===== config.mk =====
export PLATFORM = sky130hd
export DESIGN_NAME = lag_util_select
export DESIGN_NICKNAME = d
export VERILOG_FILES = /design/src/rtl/lag_util_pkg.sv /design/src/rtl/lag_progress_track.sv /design/src/rtl/lag_recip_div.sv /design/src/rtl/lag_util_select.sv
export SDC_FILE = /design/constraint.sdc
export NUM_CORES = 2
export LEC_CHECK = 0
export CORE_ASPECT_RATIO = 0.8
export CORE_UTILIZATION = 40
export CTS_CLUSTER_DIAMETER = 80
export DETAILED_ROUTE_END_ITERATION = 10
export HOLD_SLACK_MARGIN = 0.15
export PLACE_DENSITY_LB_ADDON = 0.25
export SYNTH_ARGS = -nofsm -noshare
export SYNTH_HDL_FRONTEND = slang
export SYNTH_SLANG_ARGS = --single-unit
export TNS_END_PERCENT = 1

===== constraint.sdc =====
create_clock -name clk -period 26 [get_ports clk]
set_input_delay 7.8 -clock clk [delete_from_list [all_inputs] [get_ports clk]]
set_output_delay 7.8 -clock clk [all_outputs]
set_load 0.02 [all_outputs]

===== src/rtl/lag_util_pkg.sv =====
package lag_util_pkg;

  localparam int FXW = 16;   // Q0.16 factor width
  localparam int SPW = 16;   // Q8.8 speedup width
  localparam int RDW = 25;   // reciprocal dividend width (2^24 fits)

  typedef enum logic [2:0] {
    ST_IDLE,
    ST_GSTART,
    ST_GWAIT,
    ST_LSTART,
    ST_LWAIT,
    ST_DONE
  } sel_state_e;

  // 1 - 1/S given recip = floor(2^24 / S)
  function automatic logic [FXW-1:0] loc_factor(input logic [RDW-1:0] recip);
    if (recip >= RDW'(65536)) return '0;
    return FXW'(RDW'(65536) - recip);
  endfunction

  // 1/N given recip = floor(65536 / N), saturated
  function automatic logic [FXW-1:0] glob_factor(input logic [RDW-1:0] recip);
    if (recip >= RDW'(65536)) return '1;
    return recip[FXW-1:0];
  endfunction

  // active / 2^qlog2 in Q0.16, saturated
  function automatic logic [FXW-1:0] rel_factor(input logic [31:0] act, input int qlog2);
    logic [47:0] sc;
    sc = {16'd0, act} << (16 - qlog2);
    if (sc > 48'hFFFF) return '1;
    return sc[FXW-1:0];
  endfunction

  // L*R*G with truncation after each product
  function automatic logic [FXW-1:0] util_prod(input logic [FXW-1:0] l,
                                               input logic [FXW-1:0] r,
                                               input logic [FXW-1:0] g);
    logic [31:0] lr;
    logic [31:0] lrg;
    lr  = 32'(l) * 32'(r);
    lrg = 32'(lr[31:16]) * 32'(g);
    return lrg[31:16];
  endfunction

endpackage


===== src/rtl/lag_progress_track.sv =====
module lag_progress_track #(
  parameter int NTHR    = 8,
  parameter int PCW     = 16,
  parameter int ACW     = 16,
  parameter int DELTA_P = 16,
  localparam int CNTW   = $clog2(NTHR + 1)
) (
  input  logic                      clk,
  input  logic                      rst_n,
  input  logic [NTHR-1:0]           i_commit,
  input  logic                      i_barrier,
  input  logic [NTHR-1:0][ACW-1:0]  i_active_cyc,
  output logic [NTHR-1:0]           o_lag_mask,
  output logic [CNTW-1:0]           o_lag_cnt
);

  localparam int SW = PCW + 2;

  logic [PCW-1:0]  prog [NTHR];
  logic [NTHR-1:0] act_on;
  logic [PCW-1:0]  min_p;
  logic [SW-1:0]   lag_limit;

  for (genvar t = 0; t < NTHR; t++) begin : g_thr
    assign act_on[t] = |i_active_cyc[t];

    always_ff @(posedge clk or negedge rst_n) begin
      if (!rst_n)                              prog[t] <= '0;
      else if (i_barrier)                      prog[t] <= '0;
      else if (i_commit[t] && (prog[t] != '1)) prog[t] <= prog[t] + 1'b1;
    end

    p_sat_hold_r1: assert property (@(posedge clk) disable iff (!rst_n)
      (prog[t] == '1 && !i_barrier) |=> (prog[t] == '1));

    p_barrier_clear_r2: assert property (@(posedge clk) disable iff (!rst_n)
      i_barrier |=> (prog[t] == '0));

    p_min_bound_r3: assert property (@(posedge clk) disable iff (!rst_n)
      act_on[t] |-> (prog[t] >= min_p));
  end

  always_comb begin
    min_p = '1;
    for (int t = 0; t < NTHR; t++) begin
      if (act_on[t] && (prog[t] < min_p)) min_p = prog[t];
    end
  end

  assign lag_limit = SW'(min_p) + SW'(DELTA_P);

  always_comb begin
    o_lag_cnt = '0;
    for (int t = 0; t < NTHR; t++) begin
      o_lag_mask[t] = act_on[t] && (SW'(prog[t]) < lag_limit);
      o_lag_cnt     = o_lag_cnt + CNTW'(o_lag_mask[t]);
    end
  end

  p_lag_active_r3: assert property (@(posedge clk) disable iff (!rst_n)
    (act_on != '0 && DELTA_P > 0) |-> (o_lag_cnt != '0));

endmodule


===== src/rtl/lag_recip_div.sv =====
module lag_recip_div #(
  parameter int DW = 25,
  parameter int VW = 16
) (
  input  logic          clk,
  input  logic          rst_n,
  input  logic          i_start,
  input  logic [DW-1:0] i_dividend,
  input  logic [VW-1:0] i_divisor,
  output logic          o_done,
  output logic [DW-1:0] o_quot
);

  localparam int CW = $clog2(DW + 1);

  logic [VW-1:0] rem;
  logic [DW-1:0] quo;
  logic [DW-1:0] dvd_q;
  logic [VW-1:0] dsr_q;
  logic [CW-1:0] left;
  logic          run;
  logic [VW:0]   trial;
  logic          fits;

  assign trial = {rem, quo[DW-1]};
  assign fits  = (trial >= {1'b0, dsr_q});

  always_ff @(posedge clk or negedge rst_n) begin
    if (!rst_n) begin
      rem <= '0; quo <= '0; dvd_q <= '0; dsr_q <= '0;
      left <= '0; run <= 1'b0; o_done <= 1'b0;
    end else begin
      o_done <= 1'b0;
      if (i_start) begin
        rem   <= '0;
        quo   <= i_dividend;
        dvd_q <= i_dividend;
        dsr_q <= i_divisor;
        left  <= CW'(DW);
        run   <= 1'b1;
      end else if (run) begin
        rem  <= fits ? VW'(trial - {1'b0, dsr_q}) : VW'(trial);
        quo  <= {quo[DW-2:0], fits};
        left <= left - 1'b1;
        if (left == CW'(1)) begin
          run    <= 1'b0;
          o_done <= 1'b1;
        end
      end
    end
  end

  assign o_quot = quo;

  p_div_pulse_r9: assert property (@(posedge clk) disable iff (!rst_n)
    o_done |=> !o_done);

  p_div_exact_r5: assert property (@(posedge clk) disable iff (!rst_n)
    (o_done && dsr_q != '0) |->
      ((48'(quo) * 48'(dsr_q) <= 48'(dvd_q)) &&
       (48'(dvd_q) - 48'(quo) * 48'(dsr_q) < 48'(dsr_q))));

endmodule


===== src/rtl/lag_util_select.sv =====
module lag_util_select #(
  parameter int NTHR    = 8,
  parameter int PCW     = 16,
  parameter int ACW     = 16,
  parameter int QLOG2   = 10,
  parameter int DELTA_P = 16,
  localparam int IDW    = (NTHR > 1) ? $clog2(NTHR) : 1
) (
  input  logic                     clk,
  input  logic                     rst_n,
  input  logic [NTHR-1:0]          i_commit,
  input  logic [NTHR-1:0][15:0]    i_speedup,
  input  logic [NTHR-1:0][ACW-1:0] i_active_cyc,
  input  logic                     i_barrier,
  input  logic                     i_quantum_tick,
  output logic [NTHR-1:0]          o_lag_mask,
  output logic [IDW-1:0]           o_sel_id,
  output logic [15:0]              o_utility,
  output logic                     o_valid
);

  import lag_util_pkg::*;

  localparam int CNTW = $clog2(NTHR + 1);

  sel_state_e st;

  logic [NTHR-1:0]          trk_mask;
  logic [CNTW-1:0]          trk_cnt;
  logic [NTHR-1:0]          lag_q;
  logic [CNTW-1:0]          cnt_q;
  logic [NTHR-1:0][SPW-1:0] spd_q;
  logic [NTHR-1:0][ACW-1:0] act_q;
  logic [FXW-1:0]           g_q;
  logic [IDW-1:0]           idx_q;
  logic [FXW-1:0]           best_u;
  logic [IDW-1:0]           best_id;
  logic                     have_best;

  logic                     dv_start;
  logic [RDW-1:0]           dv_dividend;
  logic [SPW-1:0]           dv_divisor;
  logic                     dv_done;
  logic [RDW-1:0]           dv_quot;

  logic                     eval_accept;
  logic                     busy;
  logic                     last_idx;
  logic [FXW-1:0]           cand_u;
  logic                     take_best;

  lag_progress_track #(
    .NTHR(NTHR), .PCW(PCW), .ACW(ACW), .DELTA_P(DELTA_P)
  ) u_track (
    .clk         (clk),
    .rst_n       (rst_n),
    .i_commit    (i_commit),
    .i_barrier   (i_barrier),
    .i_active_cyc(i_active_cyc),
    .o_lag_mask  (trk_mask),
    .o_lag_cnt   (trk_cnt)
  );

  lag_recip_div #(.DW(RDW), .VW(SPW)) u_div (
    .clk       (clk),
    .rst_n     (rst_n),
    .i_start   (dv_start),
    .i_dividend(dv_dividend),
    .i_divisor (dv_divisor),
    .o_done    (dv_done),
    .o_quot    (dv_quot)
  );

  assign eval_accept = (st == ST_IDLE) && i_quantum_tick && (trk_cnt != '0);
  assign busy        = (st != ST_IDLE) && (st != ST_DONE);
  assign last_idx    = (idx_q == IDW'(NTHR - 1));

  always_comb begin
    dv_start    = 1'b0;
    dv_dividend = RDW'(65536);
    dv_divisor  = SPW'(cnt_q);
    if (st == ST_GSTART) begin
      dv_start = 1'b1;
    end else if (st == ST_LSTART) begin
      dv_start    = lag_q[idx_q];
      dv_dividend = RDW'(1) << 24;
      dv_divisor  = spd_q[idx_q];
    end
  end

  assign cand_u    = util_prod(loc_factor(dv_quot),
                               rel_factor(32'(act_q[idx_q]), QLOG2), g_q);
  assign take_best = !have_best || (cand_u > best_u);

  always_ff @(posedge clk or negedge rst_n) begin
    if (!rst_n) begin
      st <= ST_IDLE;
      lag_q <= '0; cnt_q <= '0; spd_q <= '0; act_q <= '0;
      g_q <= '0; idx_q <= '0; best_u <= '0; best_id <= '0; have_best <= 1'b0;
      o_lag_mask <= '0; o_sel_id <= '0; o_utility <= '0; o_valid <= 1'b0;
    end else begin
      o_valid <= 1'b0;
      unique case (st)
        ST_IDLE: begin
          if (eval_accept) begin
            lag_q     <= trk_mask;
            cnt_q     <= trk_cnt;
            spd_q     <= i_speedup;
            act_q     <= i_active_cyc;
            idx_q     <= '0;
            have_best <= 1'b0;
            st        <= ST_GSTART;
          end
        end
        ST_GSTART: st <= ST_GWAIT;
        ST_GWAIT: begin
          if (dv_done) begin
            g_q <= glob_factor(dv_quot);
            st  <= ST_LSTART;
          end
        end
        ST_LSTART: begin
          if (lag_q[idx_q])  st <= ST_LWAIT;
          else if (last_idx) st <= ST_DONE;
          else               idx_q <= idx_q + 1'b1;
        end
        ST_LWAIT: begin
          if (dv_done) begin
            if (take_best) begin
              best_u    <= cand_u;
              best_id   <= idx_q;
              have_best <= 1'b1;
            end
            if (last_idx) st <= ST_DONE;
            else begin
              idx_q <= idx_q + 1'b1;
              st    <= ST_LSTART;
            end
          end
        end
        ST_DONE: begin
          o_valid    <= 1'b1;
          o_lag_mask <= lag_q;
          o_sel_id   <= best_id;
          o_utility  <= best_u;
          st         <= ST_IDLE;
        end
        default: st <= ST_IDLE;
      endcase
    end
  end

  p_valid_pulse_r9: assert property (@(posedge clk) disable iff (!rst_n)
    o_valid |=> !o_valid);

  p_hold_outputs_r9: assert property (@(posedge clk) disable iff (!rst_n)
    !o_valid |-> ($stable(o_sel_id) && $stable(o_utility) && $stable(o_lag_mask)));

  p_sel_in_mask_r8: assert property (@(posedge clk) disable iff (!rst_n)
    o_valid |-> o_lag_mask[o_sel_id]);

  p_busy_tick_ignored_r10: assert property (@(posedge clk) disable iff (!rst_n)
    (busy && i_quantum_tick) |=> ($stable(lag_q) && $stable(spd_q) && $stable(act_q)));

  p_best_is_lagging_r8: assert property (@(posedge clk) disable iff (!rst_n)
    (st == ST_DONE) |-> (have_best && lag_q[best_id]));

endmodule


# Word level (Yosys, flattened, before mapping)
# Index checks and enable logic that the tools add are counted.
word_totals:
  ff_bits: 530
classes:
  n_addsub: 20
  multipliers: 2
  n_lt_le_gt_ge: 21
  n_eq_ne: 21
  n_mux: 76
  n_reduce_logical: 55
ops:
  columns: ["op", "n"]
  rows:
  - ["16-bit two-way mux", 37]
  - ["16-bit by 18-bit < comparator with 1-bit output", 8]
  - ["16-bit by 1-bit adder with 16-bit output, second input constant", 8]
  - ["16-bit != test, second input constant", 8]
  - ["16-bit OR reduction", 8]
  - ["16-bit < comparator", 7]
  - ["25-bit two-way mux", 4]
  - ["16-bit binary-select mux with 3-bit select", 2]
  - ["16-bit by 16-bit multiplier with 32-bit output", 2]
  - ["3-bit two-way mux", 10]
  - ["1-bit logical AND", 26]
  - ["25-bit by 17-bit greater-or-equal comparator with 1-bit output, second input constant", 1]
  - ["4-bit by 1-bit adder with 4-bit output", 6]
  - ["22-bit by 16-bit > comparator with 1-bit output, second input constant", 1]
  - ["2-bit nonzero test", 10]
  - ["16-bit by 5-bit adder with 17-bit output, second input constant", 1]
  - ["17-bit by 16-bit greater-or-equal comparator with 1-bit output", 1]
  - ["1-bit two-way mux", 17]
  - ["16-bit > comparator", 1]
  - ["16-bit < comparator, second input constant", 1]
  - ["1-bit by 16-bit subtractor with 16-bit output, first input constant", 1]
  - ["16-bit subtractor", 1]
  - ["3-bit one-hot mux with 5 select lines", 1]
  - ["4-bit AND reduction", 3]
  - ["other kinds (22)", 30]

# Logic depth before layout (Yosys ltp)
depth:
  depth_word: 38
  mapped_depth: 127
  ltp_nobuf: 115

# Hierarchy
# Synthesis repeated with hierarchy kept, for this count alone.
hier_totals:
  hier_cells: 5142
  hier_area_um2: 49154.6
by_module_without_submodules:
  columns: ["module", "n_inst", "cells_each", "area_each_um2"]
  rows:
  - ["lag_util_select", 1, 2966, 31257.5]
  - ["lag_progress_track", 1, 1781, 14204.9]
  - ["lag_recip_div", 1, 395, 3692.3]

# Worst setup path before layout
# No wires, ideal clock.
synth_path:
  kind: "input -> register"
  startpoint: "input i_active_cyc[2] in the netlist's numbering"
  endpoint: "register idx_q[0]"
  setup_ns: 0.118
  t_arrival_ns: 32.212
  required_ns: 25.882
  path_slack_ns: -6.330
  path_stages: 113
  path_buffers: 14
  cell_sequence: "or4_1 > nor4_1 > nor2_1 > ha_1 > nand3_1 > or3_1 > a21oi_1 > or4b_4 > nand2_1 > buf_1 > clkbuf_1 > buf_1 > nor2_1 > a21oi_1 > inv_1 > ha_1 > nand3_1 > nor4_1 > (+77 left out) > maj3_1 > o221ai_1 > a31o_1 > a32o_1 > ha_1 > inv_1 > fa_1 > inv_1 > fa_1 > fa_1 > fa_1 > o21a_1 > o311a_1 > and2_1 > clkbuf_1 > o21ai_0 > nor3_1 > a21o_1"
synth_between:
  elab_chain_cells: 38
synth_lines:
  columns: ["item", "line", "text"]
  rows:
  - ["start: declaration", "lag_util_select.sv:13", "input logic [NTHR-1:0][ACW-1:0] i_active_cyc,"]
  - ["16-bit OR reduction (*)", "lag_progress_track.sv:25", "assign act_on[t] = |i_active_cyc[t];"]
  - ["1-bit logical AND", "lag_progress_track.sv:46", "if (act_on[t] && (prog[t] < min_p)) min_p = prog[t];"]
  - ["16-bit two-way mux", "lag_progress_track.sv:46", null]
  - ["16-bit < comparator", "lag_progress_track.sv:46", null]
  - ["1-bit logical AND", "lag_progress_track.sv:46", null]
  - ["16-bit two-way mux", "lag_progress_track.sv:46", null]
  - ["16-bit < comparator", "lag_progress_track.sv:46", null]
  - ["1-bit logical AND", "lag_progress_track.sv:46", null]
  - ["(+18 left out)", null, null]
  - ["1-bit logical AND (*)", "lag_progress_track.sv:55", "o_lag_mask[t] = act_on[t] && (SW'(prog[t]) < lag_limit);"]
  - ["named net trk_mask[0]", "lag_util_select.sv:28", "logic [NTHR-1:0] trk_mask;"]
  - ["1-bit by 1-bit adder with 2-bit output (*)", "lag_progress_track.sv:56", "o_lag_cnt = o_lag_cnt + CNTW'(o_lag_mask[t]);"]
  - ["4-bit by 1-bit adder with 4-bit output (*) (6 in a row)", "lag_progress_track.sv:56", null]
  - ["4-bit nonzero test (*)", "lag_util_select.sv:74", "assign eval_accept = (st == ST_IDLE) && i_quantum_tick && (trk_cnt != '0);"]
  - ["1-bit logical AND (*)", "lag_util_select.sv:74", null]
  - ["2-bit != test (no line) (*)", null, null]
  - ["4-bit AND reduction (no line) (*)", null, null]
  - ["end signal: assignment", "lag_util_select.sv:125", "else idx_q <= idx_q + 1'b1;"]
  - ["end signal: assignment", "lag_util_select.sv:136", "idx_q <= idx_q + 1'b1;"]
  - ["end: declaration", "lag_util_select.sv:35", "logic [IDW-1:0] idx_q;"]
# The timed path passes the listed nets; every way through them passes the cells marked *.
# A chain may end at the register's enable or synchronous reset.

# Worst setup path after layout
layout_path:
  startpoint: "input i_active_cyc[1] in the netlist's numbering"
  endpoint: "register st[2]"
layout_between:
  elab_chain_cells: 38
layout_lines:
  columns: ["item", "line", "text"]
  rows:
  - ["16-bit OR reduction (*)", "lag_progress_track.sv:25", null]
  - ["1-bit logical AND", "lag_progress_track.sv:46", null]
  - ["16-bit two-way mux", "lag_progress_track.sv:46", null]
  - ["16-bit < comparator", "lag_progress_track.sv:46", null]
  - ["1-bit logical AND", "lag_progress_track.sv:46", null]
  - ["16-bit two-way mux", "lag_progress_track.sv:46", null]
  - ["16-bit < comparator", "lag_progress_track.sv:46", null]
  - ["1-bit logical AND", "lag_progress_track.sv:46", null]
  - ["(+18 left out)", null, null]
  - ["1-bit logical AND (*)", "lag_progress_track.sv:55", null]
  - ["named net trk_mask[0]", "lag_util_select.sv:28", null]
  - ["1-bit by 1-bit adder with 2-bit output (*)", "lag_progress_track.sv:56", null]
  - ["4-bit by 1-bit adder with 4-bit output (*) (6 in a row)", "lag_progress_track.sv:56", null]
  - ["4-bit nonzero test (*)", "lag_util_select.sv:74", null]
  - ["1-bit logical AND (*)", "lag_util_select.sv:74", null]
  - ["2-bit != test (no line) (*)", null, null]
  - ["4-bit AND reduction (no line) (*)", null, null]
  - ["end signal: assignment", "lag_util_select.sv:97", "st <= ST_IDLE;"]
  - ["end signal: assignment", "lag_util_select.sv:112", "st <= ST_GSTART;"]
  - ["end signal: assignment", "lag_util_select.sv:115", "ST_GSTART: st <= ST_GWAIT;"]
  - ["end: declaration", "lag_util_select.sv:26", "sel_state_e st;"]
# Marks and branches as above.

==> results by group <==
Flow run
  • Max-Cap Viols: 0

Synth
  • Yosys top cell by area: dfrtp_1
  • Synth unique cells: 92
  • Net Count, Synth: 6491
  • Cell Area, Synth: 47500 um^2
  • Number of synthesized flops with an enable pin: 0
  • Synth top area cells: dfrtp_1 28%, fa_1 16%, ha_1 11%
  • Syn_area_per_cell: 8.80 um^2
  • Synth Warn #: 0
  • Post-Syn Instances: 5401
  • Register bit total from synthesis: 530
  • Most used flip-flop cell after synthesis: dfrtp_1
  • Synth top area share: 27.9%
  • Asr flop ratio synth: 100%
  • Register area share after synthesis: 27.9%

Placed design
  • DPL Wire Length: 113 mm
  • IO Port Bufs: 295
  • Final GP Congestion: 0.973
  • Placed insts: 7368

CTS
  • Total CTS buffers: 59
  • Clk root buf: clkbuf_16
  • Clock sinks: 530
  • H-tree depth: 2
  • Max clock buf depth: 3
  • Clk_lat worst skew: 690 ps
  • CTS tree: built
  • Clock slew at reported path FFs: 60 ps
  • Post-CTS Hold Buffers: 0

Global routing
  • Overall routing resource usage: 24.5%
  • Initial antenna violation count: 5
  • Vias in the first global route: 40100
  • Largest net degree at the start of global routing: 143
  • Gr ovfl total: 0
  • First-pass GRT wire length: 230 mm

Final layout
  • Area growth, synth to finish: 24.0%
  • Nets: 7062
  • Fin cells: 7560
  • Share of cells above drive strength 1: 14.8%
  • Utilization after layout: 50.3%
  • Fillers: 10900
  • Footprint of the multi-input gates: 32600 um^2
  • FF/Latch Area: 13300 um^2

Timing
  • RSZ-0062 raised after global routing: true
  • # setup viols final: 275
  • Setup Skew: 58.7 ps
  • Final period util: 108%
  • Final worst path period need: 28010 ps
  • Final hold vios: 0
  • Max-slew violation count: 0
  • Fmax: 35.7 MHz
  • Worst Tran Pin Value: 1290 ps
  • Slew headroom: 13.3%
  • Final Worst Setup Slack: -2010 ps

Setup path
  • WP data arrival: 28550 ps
  • R2R Path Start: u_track.prog[112]$_DFFE_PN0P_
  • Startpoint Class: input pin
  • Worst path max stage delay: 570 ps
  • Worst Setup SP: i_active_cyc[1]
  • Req. time, crit path: 26550 ps
  • CP Max Fanout: 8
  • Crit. End Element: flop
  • Critical path's slowest cell: or4_4
  • Crit Path Class: in2reg
  • Crit path top cell by count: buf_6

Floorplanning
  • Die Area: 120000 um^2
  • Chip Height: 310 um
  • # IOs: 296
  • FP Rows: 112
  • CORE AREA: 117000 um^2
  • Die Wd: 387 um
  • Initial Utilization: 40.5%

Route
  • Final WL: 148 mm
  • First DRT Iteration DRCs: 3435
  • Wire per inst: 19.5 um
  • DRT antenna net count: 0
  • Drt first pass iters: 7
  • Vias/cell: 5.31
  • DRC: 0
  • Vias post-DR: 40100

Pwr
  • Leakage dissipation: 29.0 nW
  • Power per cell area: 48.9 nW/um^2
  • Power Total: 2.88 mW
  • Max IR drop VDD: 72.1 uV

Outcome
  • Outcome: complete, but fails checks
  • Failing checks: negative setup slack

Hold path
  • Worst min-delay path class: reg2reg
  • HP Start: act_q[77]$_DFFE_PN0P_
-- worst max-delay path: cells and delay by family --
kind            cells  cell delay (ps)
compound gates     37             6470
simple gates       43             6830
mux                 5             1230
buf+inv            16             1840
fa+ha+maj          14             4340
-- state kept, by name (all words and copies together) (netlist names), 3 cells and up --
name and count:
g_q 16, best_id 3, o_sel_id 3, lag_q 8, u_div.dsr_q 16, u_div.rem 16
o_utility 16, u_div.o_quot 25, u_div.left 5, st 3, o_lag_mask 8, cnt_q 4
idx_q 3, u_track.prog 128, spd_q 128, act_q 128, best_u 16
-- report_power, final --
group          internal, mW  switching, mW
clock network         0.520          0.374
registers             0.827        0.00808
logic                 0.568          0.587
total                  1.92          0.969
-- metal layers --
| layer | up-vias | routed length, um | global-route usage, % | part of all wire (%) |
|---|---|---|---|---|
| met5 | - | 0 | 0 | 0 |
| met4 | 0 | 3370 | 5.53 | 2.3 |
| met3 | 183 | 11600 | 4.30 | 7.8 |
| met2 | 1219 | 65000 | 38.3 | 44 |
| met1 | 19900 | 67800 | 35.5 | 46 |
| li1 | 18800 | - | - | - |
-- path summary, 6_finish.rpt --
check                                                to  slack [ps]  depth (start not counted)
max in group asynchronous        spd_q[119]$_DFFE_PN0P_       16330                          3
hold reg to reg                   act_q[77]$_DFFE_PN0P_         460                          2
setup / recovery                      st[2]$_DFFE_PN0P_       -2010                        115
min in group asynchronous  u_track.prog[21]$_DFFE_PN0P_        7120                          1
setup reg to reg                      st[2]$_DFFE_PN0P_        4340                        114
hold / removal                    act_q[77]$_DFFE_PN0P_         460                          2
-- logic make-up after synthesis --
kind of cell / Yosys count / synth area share, %
AND/OR/NAND/NOR: 2225 / 20.6
adder cells (fa/ha/maj): 833 / 28.0
buffers and inverters: 827 / 6.57
AO/OA/AOI/OAI: 641 / 8.53
flip-flops: 530 / 27.9
multiplexers: 178 / 5.31
XOR/XNOR: 167 / 3.08
-- area by class of cell --
class / count / area share, %
multi-input cells: 4049 / 55.3
flip-flops and latches: 530 / 22.5
repair buffers: 751 / 11.7
inverters: 581 / 3.71
well taps: 1539 / 3.27
clock buffers: 82 / 2.91
clock inverters: 25 / 0.575
diodes: 3 / 0.0127
-- cell usage in the layout, fill, tap and decap left out, drive strengths merged, types with 22 or more instances in the layout --
cell | netlist | final
a21o | 84 | 84
a21oi | 175 | 175
a31oi | 23 | 23
and2 | 123 | 124
and3 | 30 | 30
buf | 31 | 458
clkbuf | 215 | 87
clkdlybuf4s50 | 0 | 277
dfrtp | 530 | 530
fa | 391 | 391
ha | 431 | 431
inv | 581 | 585
mux2 | 38 | 38
mux2i | 86 | 86
mux4 | 54 | 54
nand2 | 1295 | 1298
nand2b | 53 | 53
nand3 | 85 | 85
nand4 | 69 | 69
nor2 | 335 | 335
nor2b | 39 | 39
nor3 | 52 | 52
nor4 | 47 | 47
o211ai | 22 | 22
o21ai | 184 | 184
or3 | 44 | 44
xnor2 | 90 | 90
xor2 | 77 | 77
-- cell usage after synthesis (10+ instances only) --
| cell | number |
|---|---|
| a211oi_1 | 21 |
| a21o_1 | 84 |
| a21oi_1 | 173 |
| a31oi_1 | 23 |
| and2_1 | 119 |
| and3_1 | 29 |
| and4_1 | 10 |
| buf_1 | 22 |
| clkbuf_1 | 215 |
| dfrtp_1 | 530 |
| fa_1 | 391 |
| ha_1 | 431 |
| inv_1 | 581 |
| mux2_2 | 35 |
| mux2i_1 | 85 |
| mux4_2 | 54 |
| nand2_1 | 1294 |
| nand2b_1 | 53 |
| nand3_1 | 85 |
| nand4_1 | 69 |
| nor2_1 | 334 |
| nor2b_1 | 39 |
| nor3_1 | 52 |
| nor4_1 | 46 |
| o211ai_1 | 20 |
| o21a_1 | 19 |
| o21ai_0 | 179 |
| o21bai_1 | 11 |
| or2_2 | 11 |
| or3_1 | 44 |
| or4_1 | 13 |
| xnor2_1 | 90 |
| xor2_1 | 77 |
-- metrics by stage --
stage | TNS [ps] | worst slack, ps | hold WS [ps] | area [um^2]
finish | -514640 | -2010 | 465 | 59000
global route | -726260 | -2810 | 480 | 59000
CTS | -578360 | -2260 | 470 | 57900
detailed placement | -934550 | -3520 | 454 | 55000
global placement | -833980 | -3120 | 448 | 55000
floorplan | -551450 | -2020 | 435 | 48300
-- timing repair --
item                                   CTS  global route
pin swaps                               43           105
setup endpoints to repair              275           275
gates resized for setup                 63           200
gates cloned                             8             2
endpoints found under the hold margin    0             0
setup buffers                           48            28
Note: power is estimated with default switching activity, not from simulation.
